File: src/rtl/cmtp_pkg.sv
package cmtp_pkg;
  // Register addresses; mask bytes occupy 0..4.
  localparam int REG_FIRST  = 5;
  localparam int REG_LAST   = 6;
  localparam int REG_CNT_LO = 7;
  localparam int REG_CNT_HI = 8;
  localparam int REG_HIGH   = 9;
  localparam int REG_PERIOD = 10;
  localparam int REG_CTRL   = 11;

  // Strobes from the train sequencer to the register/datapath side.
  typedef struct packed {
    logic active;
    logic pulseOn;
  } trainStb_t;
endpackage

File: src/rtl/cmtp_range_dec.sv
module cmtp_range_dec #(
  parameter int NUM_CH = 36,
  parameter int IDX_W  = 8
) (
  input  logic [IDX_W-1:0]  firstIdx,
  input  logic [IDX_W-1:0]  lastIdx,
  output logic [NUM_CH-1:0] selVec
);
  // One pair of comparators per channel; empty when first > last.
  for (genvar i = 0; i < NUM_CH; i++) begin : gCh
    assign selVec[i] = (firstIdx <= IDX_W'(i)) && (IDX_W'(i) <= lastIdx);
  end
endmodule

File: src/rtl/cmtp_seq.sv
module cmtp_seq
  import cmtp_pkg::*;
#(
  parameter int CNT_W  = 16,
  parameter int TIME_W = 8
) (
  input  logic              clk,
  input  logic              rstN,
  input  logic              startReq,
  input  logic [CNT_W-1:0]  cfgCount,
  input  logic [TIME_W-1:0] cfgHigh,
  input  logic [TIME_W-1:0] cfgPeriod,
  output trainStb_t         stb,
  output logic              busy
);
  logic [TIME_W-1:0] phase, highL, perL;
  logic [CNT_W-1:0]  idx, cntL;
  logic              accept, lastPhase, lastPulse;

  assign accept    = startReq && !busy && (cfgCount != '0) && (cfgPeriod != '0);
  assign lastPhase = (phase == perL - 1'b1);
  assign lastPulse = (idx == cntL - 1'b1);

  always_ff @(posedge clk) begin
    if (!rstN) begin
      busy  <= 1'b0;
      phase <= '0;
      idx   <= '0;
      cntL  <= '0;
      highL <= '0;
      perL  <= '0;
    end else if (accept) begin
      busy  <= 1'b1;
      phase <= '0;
      idx   <= '0;
      cntL  <= cfgCount;
      highL <= cfgHigh;
      perL  <= cfgPeriod;
    end else if (busy) begin
      if (lastPhase) begin
        phase <= '0;
        if (lastPulse) busy <= 1'b0;
        else           idx  <= idx + 1'b1;
      end else begin
        phase <= phase + 1'b1;
      end
    end
  end

  assign stb.active  = busy;
  assign stb.pulseOn = busy && (phase < highL);
endmodule

File: src/rtl/cmtp_regs.sv
module cmtp_regs
  import cmtp_pkg::*;
#(
  parameter int NUM_CH = 36,
  parameter int ADDR_W = 4,
  parameter int CNT_W  = 16,
  parameter int TIME_W = 8
) (
  input  logic              clk,
  input  logic              rstN,
  input  logic              wrEn,
  input  logic [ADDR_W-1:0] wrAddr,
  input  logic [7:0]        wrData,
  input  trainStb_t         stb,
  output logic              startReq,
  output logic [CNT_W-1:0]  cfgCount,
  output logic [TIME_W-1:0] cfgHigh,
  output logic [TIME_W-1:0] cfgPeriod,
  output logic [NUM_CH-1:0] maskOut,
  output logic [NUM_CH-1:0] pulseOut
);
  localparam int MASK_BYTES = (NUM_CH + 7) / 8;
  localparam int IDX_W      = 8;

  logic [NUM_CH-1:0] maskReg;
  logic [IDX_W-1:0]  firstIdx, lastIdx;
  logic [7:0]        cntLo, cntHi;
  logic [NUM_CH-1:0] selVec;

  function automatic logic hit(input logic [ADDR_W-1:0] a, input int r);
    return a == ADDR_W'(r);
  endfunction

  // Mask storage: one byte lane per address, partial top lane.
  for (genvar b = 0; b < MASK_BYTES; b++) begin : gByte
    localparam int LO = b * 8;
    localparam int HI = (LO + 8 > NUM_CH) ? NUM_CH - 1 : LO + 7;
    always_ff @(posedge clk) begin
      if (!rstN)                        maskReg[HI:LO] <= '1;
      else if (wrEn && hit(wrAddr, b))  maskReg[HI:LO] <= wrData[HI-LO:0];
    end
  end

  always_ff @(posedge clk) begin
    if (!rstN) begin
      firstIdx  <= '0;
      lastIdx   <= IDX_W'(NUM_CH - 1);
      cntLo     <= 8'd1;
      cntHi     <= 8'd0;
      cfgHigh   <= TIME_W'(1);
      cfgPeriod <= TIME_W'(2);
    end else if (wrEn) begin
      if (hit(wrAddr, REG_FIRST))  firstIdx  <= wrData;
      if (hit(wrAddr, REG_LAST))   lastIdx   <= wrData;
      if (hit(wrAddr, REG_CNT_LO)) cntLo     <= wrData;
      if (hit(wrAddr, REG_CNT_HI)) cntHi     <= wrData;
      if (hit(wrAddr, REG_HIGH))   cfgHigh   <= TIME_W'(wrData);
      if (hit(wrAddr, REG_PERIOD)) cfgPeriod <= TIME_W'(wrData);
    end
  end

  assign cfgCount = CNT_W'({cntHi, cntLo});
  assign startReq = wrEn && hit(wrAddr, REG_CTRL) && wrData[0];

  cmtp_range_dec #(.NUM_CH(NUM_CH), .IDX_W(IDX_W)) rangeDec_i (
    .firstIdx(firstIdx),
    .lastIdx (lastIdx),
    .selVec  (selVec)
  );

  assign maskOut  = maskReg;
  assign pulseOut = (stb.active && stb.pulseOn) ? (selVec & maskReg) : '0;
endmodule

File: src/rtl/chan_mask_pulse_ctl.sv
module chan_mask_pulse_ctl
  import cmtp_pkg::*;
#(
  parameter int NUM_CH = 36,
  parameter int ADDR_W = 4,
  parameter int CNT_W  = 16,
  parameter int TIME_W = 8
) (
  input  logic              clk,
  input  logic              rstN,
  input  logic              wrEn,
  input  logic [ADDR_W-1:0] wrAddr,
  input  logic [7:0]        wrData,
  output logic [NUM_CH-1:0] maskOut,
  output logic [NUM_CH-1:0] pulseOut,
  output logic              busy
);
  trainStb_t         stb;
  logic              startReq;
  logic [CNT_W-1:0]  cfgCount;
  logic [TIME_W-1:0] cfgHigh, cfgPeriod;

  cmtp_regs #(.NUM_CH(NUM_CH), .ADDR_W(ADDR_W), .CNT_W(CNT_W), .TIME_W(TIME_W)) regs_i (
    .clk(clk), .rstN(rstN), .wrEn(wrEn), .wrAddr(wrAddr), .wrData(wrData),
    .stb(stb), .startReq(startReq), .cfgCount(cfgCount), .cfgHigh(cfgHigh),
    .cfgPeriod(cfgPeriod), .maskOut(maskOut), .pulseOut(pulseOut)
  );

  cmtp_seq #(.CNT_W(CNT_W), .TIME_W(TIME_W)) seq_i (
    .clk(clk), .rstN(rstN), .startReq(startReq), .cfgCount(cfgCount),
    .cfgHigh(cfgHigh), .cfgPeriod(cfgPeriod), .stb(stb), .busy(busy)
  );
endmodule

File: config.mk
export PLATFORM = sky130hd
export DESIGN_NAME = chan_mask_pulse_ctl
export DESIGN_NICKNAME = d
export VERILOG_FILES = /design/src/rtl/cmtp_pkg.sv /design/src/rtl/cmtp_range_dec.sv /design/src/rtl/cmtp_seq.sv /design/src/rtl/cmtp_regs.sv /design/src/rtl/chan_mask_pulse_ctl.sv
export SDC_FILE = /design/constraint.sdc
export NUM_CORES = 1
export LEC_CHECK = 0
export BUFFER_PORTS_ARGS = -buffer_cell sky130_fd_sc_hd__buf_4
export CAP_MARGIN = 25
export CORE_AREA = 2 2 120 122
export CTS_BUF_LIST = sky130_fd_sc_hd__clkbuf_4
export CTS_CLUSTER_SIZE = 12
export DETAILED_ROUTE_END_ITERATION = 6
export DIE_AREA = 0 0 122 124
export PLACE_DENSITY = 0.74
export SYNTH_ARGS = -nofsm -noshare
export SYNTH_HDL_FRONTEND = slang
export SYNTH_SLANG_ARGS = --single-unit
export TNS_END_PERCENT = 5
File: constraint.sdc
create_clock -name clk -period 2.75 [get_ports clk]
set_clock_uncertainty 0.1 [all_clocks]
set_input_delay 0.275 -clock clk [delete_from_list [all_inputs] [get_ports clk]]
set_output_delay 0.275 -clock clk [all_outputs]
set_load 0.005 [all_outputs]
==> qor.yml <==
critical_path.cell_chain: "inv_2 > ha_2 > or4b_4 > a211oi_4 > a21oi_4 > buf_6 > nor3_2 > buf_4"
rsz0062_at_grt: "yes"
violations: "setup timing"
grt_max_degree: 52
synth.area.top_cells: "dfxtp_1 (38%), mux2i_1 (11%), nor2b_1 (6.6%)"
p_int_mw: 2.72
worst_slack_ns: -0.249
required_ns: 2.38
grt_pass1_vias: 6207
syn_avg_cell_area_um2: 8.48
met1_usage_pct: 40.0
switching_power_mw: 1.00
port_buffers: 87
outcome: "finished, violations left"
die_y_um: 124
grtUsageTotal_pct: 28.3
hold_depth: 5
p_per_area_nw_per_um2: 412
drv_slew: 0
clkPwrFrac_pct: 37.3
ys_warn_count: 0
n_fill_cell: 1139
drtPass1Iterations: 5
totalWireLength_um: 21100
switching_share_pct: 26.9
antenna_left: 0
synth_cells: 878
slowest_delay_ns: 0.53
core_area_um2: 13700
routabilityCongestion: 0.973
fmax_ghz: 0.333
drive_gt1_share_pct: 23.0
path_buf_inv: 3
numClockSinks: 141
vias: 6767
holdPathEnd: "regs_i.maskOut[5]$_SDFFE_PN1P_"
grt_use_met3_pct: 5.17
netlist.area_leader.share_pct: 37.9
cts_buffers: 17
fin_nets: 999
cp_max_fo: 6
critPathArrivalTime_ns: 2.62
drv_cap: 0
die_area_um2: 15100
worst_setup_path_end_kind: "output pin"
critPathTopFamily: "simple AND/OR/NAND/NOR gates"
yosysMostFrequentCell: "dfxtp_1"
root_buffer: "clkbuf_4"
worst_path_max_delay_cell: "or4b_4"
hold_viol_final: 0
worstMarginPinSlew_ns: 0.698
rr_worst_depth: 10
slew_headroom_pct: 53.4
yosysUniqueCellTypes: 62
grt_overflow: 0
initial_core_util_pct: 54.3
fp.dieW_um: 122
synth_edf_count: 0
clk_pin_slew_worst_paths_ns: 0.13
num_io_pins: 88
ys_ff_latch: 141
netlist_area_um2: 7450
hp-class: "primary input to flip-flop"
reg2reg_slack_ns: 0.10
cts_tree: "built"
clock_path_buffers: 2
min_from: "wrAddr[1]"
wl_per_cell_um: 18.1
ys_seq_area_share_pct: 37.9
yosys-top-cells-count: "dfxtp_1 (141), nand2_1 (106), mux2i_1 (85)"
finalSetupViolations: 36
worst_r2r_endpoint: "seq_i.idx[11]$_SDFFE_PP0P_"
drcViolationCount: 0
setup_tns_ns: -5.50
layout_worst_path_cycle_share_pct: 109
p_leak_nw: 3.95
avgViaCountPerCell: 5.80
drtIter0Drc: 634
globalRouteMet2Util_pct: 42.7
synthArstFlopShare_pct: 0
antenna_found_initial: 1
syn_to_final_growth_pct: 21.4
dp_hpwl_um: 14400
synth_nets: 904
clock_latency_ns: 0.56
seqPwrFrac_pct: 56.2
r2r_start: "seq_i.cntL[1]$_SDFFE_PN0P_"
pwr-share-comb_pct: 6.5
irDropWorstVdd_v: 0.000290
synth_area_leader_cell: "dfxtp_1"
crit_type: "flip-flop to output pin"
start_kind: "flip-flop"
top_usage_layer: "met2"
rows: 43
htreeDepth: 4
finalCriticalPeriod_ns: 3.00
design_power_total_mw: 3.72
synth_flop_cell: "dfxtp_1"
grt_pass1_wl_um: 33100
==> cell usage in the layout, fill, tap and decap left out, drive strengths merged, types with 17 or more instances in the layout <==
| cell | netlist | routed |
|---|---|---|
| dfxtp | 141 | 141 |
| inv | 18 | 25 |
| buf | 6 | 123 |
| nor3 | 31 | 31 |
| xor2 | 34 | 34 |
| nor2b | 79 | 79 |
| clkbuf | 52 | 17 |
| nand2 | 107 | 107 |
| mux2i | 85 | 85 |
| nand3 | 54 | 54 |
| o21ai | 25 | 25 |
| nor2 | 58 | 58 |
| a21oi | 17 | 18 |
==> how the worst max path moves through the flow <==
stage / start / end / slack [ns] / cells past startpoint
2_1_floorplan: seq_i.cntL[0]$_SDFFE_PN0P_ / seq_i.idx[13]$_SDFFE_PP0P_ / 0.02 / 10
3_3_place_gp: seq_i.cntL[1]$_SDFFE_PN0P_ / seq_i.idx[15]$_SDFFE_PP0P_ / 0.09 / 10
3_5_place_dp: seq_i.cntL[1]$_SDFFE_PN0P_ / seq_i.idx[11]$_SDFFE_PP0P_ / 0.04 / 10
4_1_cts: seq_i.highL[7]$_SDFFE_PN0P_ / pulseOut[22] / -0.31 / 8
5_1_grt: seq_i.highL[1]$_SDFFE_PN0P_ / pulseOut[0] / -0.34 / 10
6_report: seq_i.highL[7]$_SDFFE_PN0P_ / pulseOut[29] / -0.25 / 8
==> logic make-up after synthesis <==
family	Yosys count	share of synthesized area [%]
AOI/OAI and AO/OA	91	8.62
and+or+nand+nor	425	30.3
buffers and inverters	76	4.08
adders and majority gates	11	1.85
muxes	85	11.4
DFF	141	37.9
xor gates and xnor gates	49	5.76
==> power by group through the flow <==
stage | logic (mW) | registers, mW | clock network [mW]
CTS | 0.239 | 2.09 | 1.40
finish | 0.242 | 2.09 | 1.39
global placement | 0.222 | 2.13 | 0
global route | 0.261 | 2.09 | 1.50
detailed placement | 0.223 | 2.13 | 0
floorplan | 0.139 | 2.12 | 0
==> layer usage <==
metal,up-vias,wire length (µm)
met4,0,550
met1,3191,9750
met3,56,1500
met5,-,0
li1,3240,-
met2,280,9270
==> sequential cells by signal (all words and copies together), names as in the netlist <==
signal	cells
seq_i.highL	8
regs_i.cntLo	8
regs_i.lastIdx	8
seq_i.cntL	16
seq_i.phase	8
seq_i.idx	16
regs_i.firstIdx	8
seq_i.perL	8
regs_i.cfgPeriod	8
regs_i.cfgHigh	8
seq_i.busy	1
regs_i.cntHi	8
regs_i.maskOut	36
==> timing repair <==
| item | in CTS | in global routing |
|---|---|---|
| gates cloned | 1 | 0 |
| hold buffers | 10 | 0 |
| endpoints found under the setup margin | 36 | 53 |
| pin swaps | 23 | 7 |
| endpoints found under the hold margin | 65 | 0 |
| resized for setup | 48 | 14 |
| setup buffers | 2 | 0 |
==> per-stage QoR <==
stage	setup slack [ns]	hold WS [ns]	instances	util [%]	area, µm²
after floorplan	0.0242	0.341	878	-	7450
after global placement	0.0873	0.356	1121	61.1	8380
after detailed placement	0.0388	0.365	1121	61.1	8380
after CTS	-0.312	0.0782	1165	65.5	8980
after global routing	-0.342	0.119	1166	65.9	9040
final	-0.249	0.123	1166	65.9	9040
==> layout make-up <==
class	instances	area (µm²)	share of cell area [%]
timing repair buffer	133	1060	11.7
sequential	141	2830	31.3
multi-input combinational	662	4570	50.6
clock buffer	17	128	1.41
antenna	1	2.50	0.0277
clock inverter	14	155	1.72
inverter	18	67.6	0.748
tap	180	225	2.49
==> tightest hold or removal path: cells and delay by family <==
kind	cells	cell delay, ns
buffers and inverters	2	0.28
and+or+nand+nor	3	0.18
Note: power is estimated with default switching activity, not from simulation.
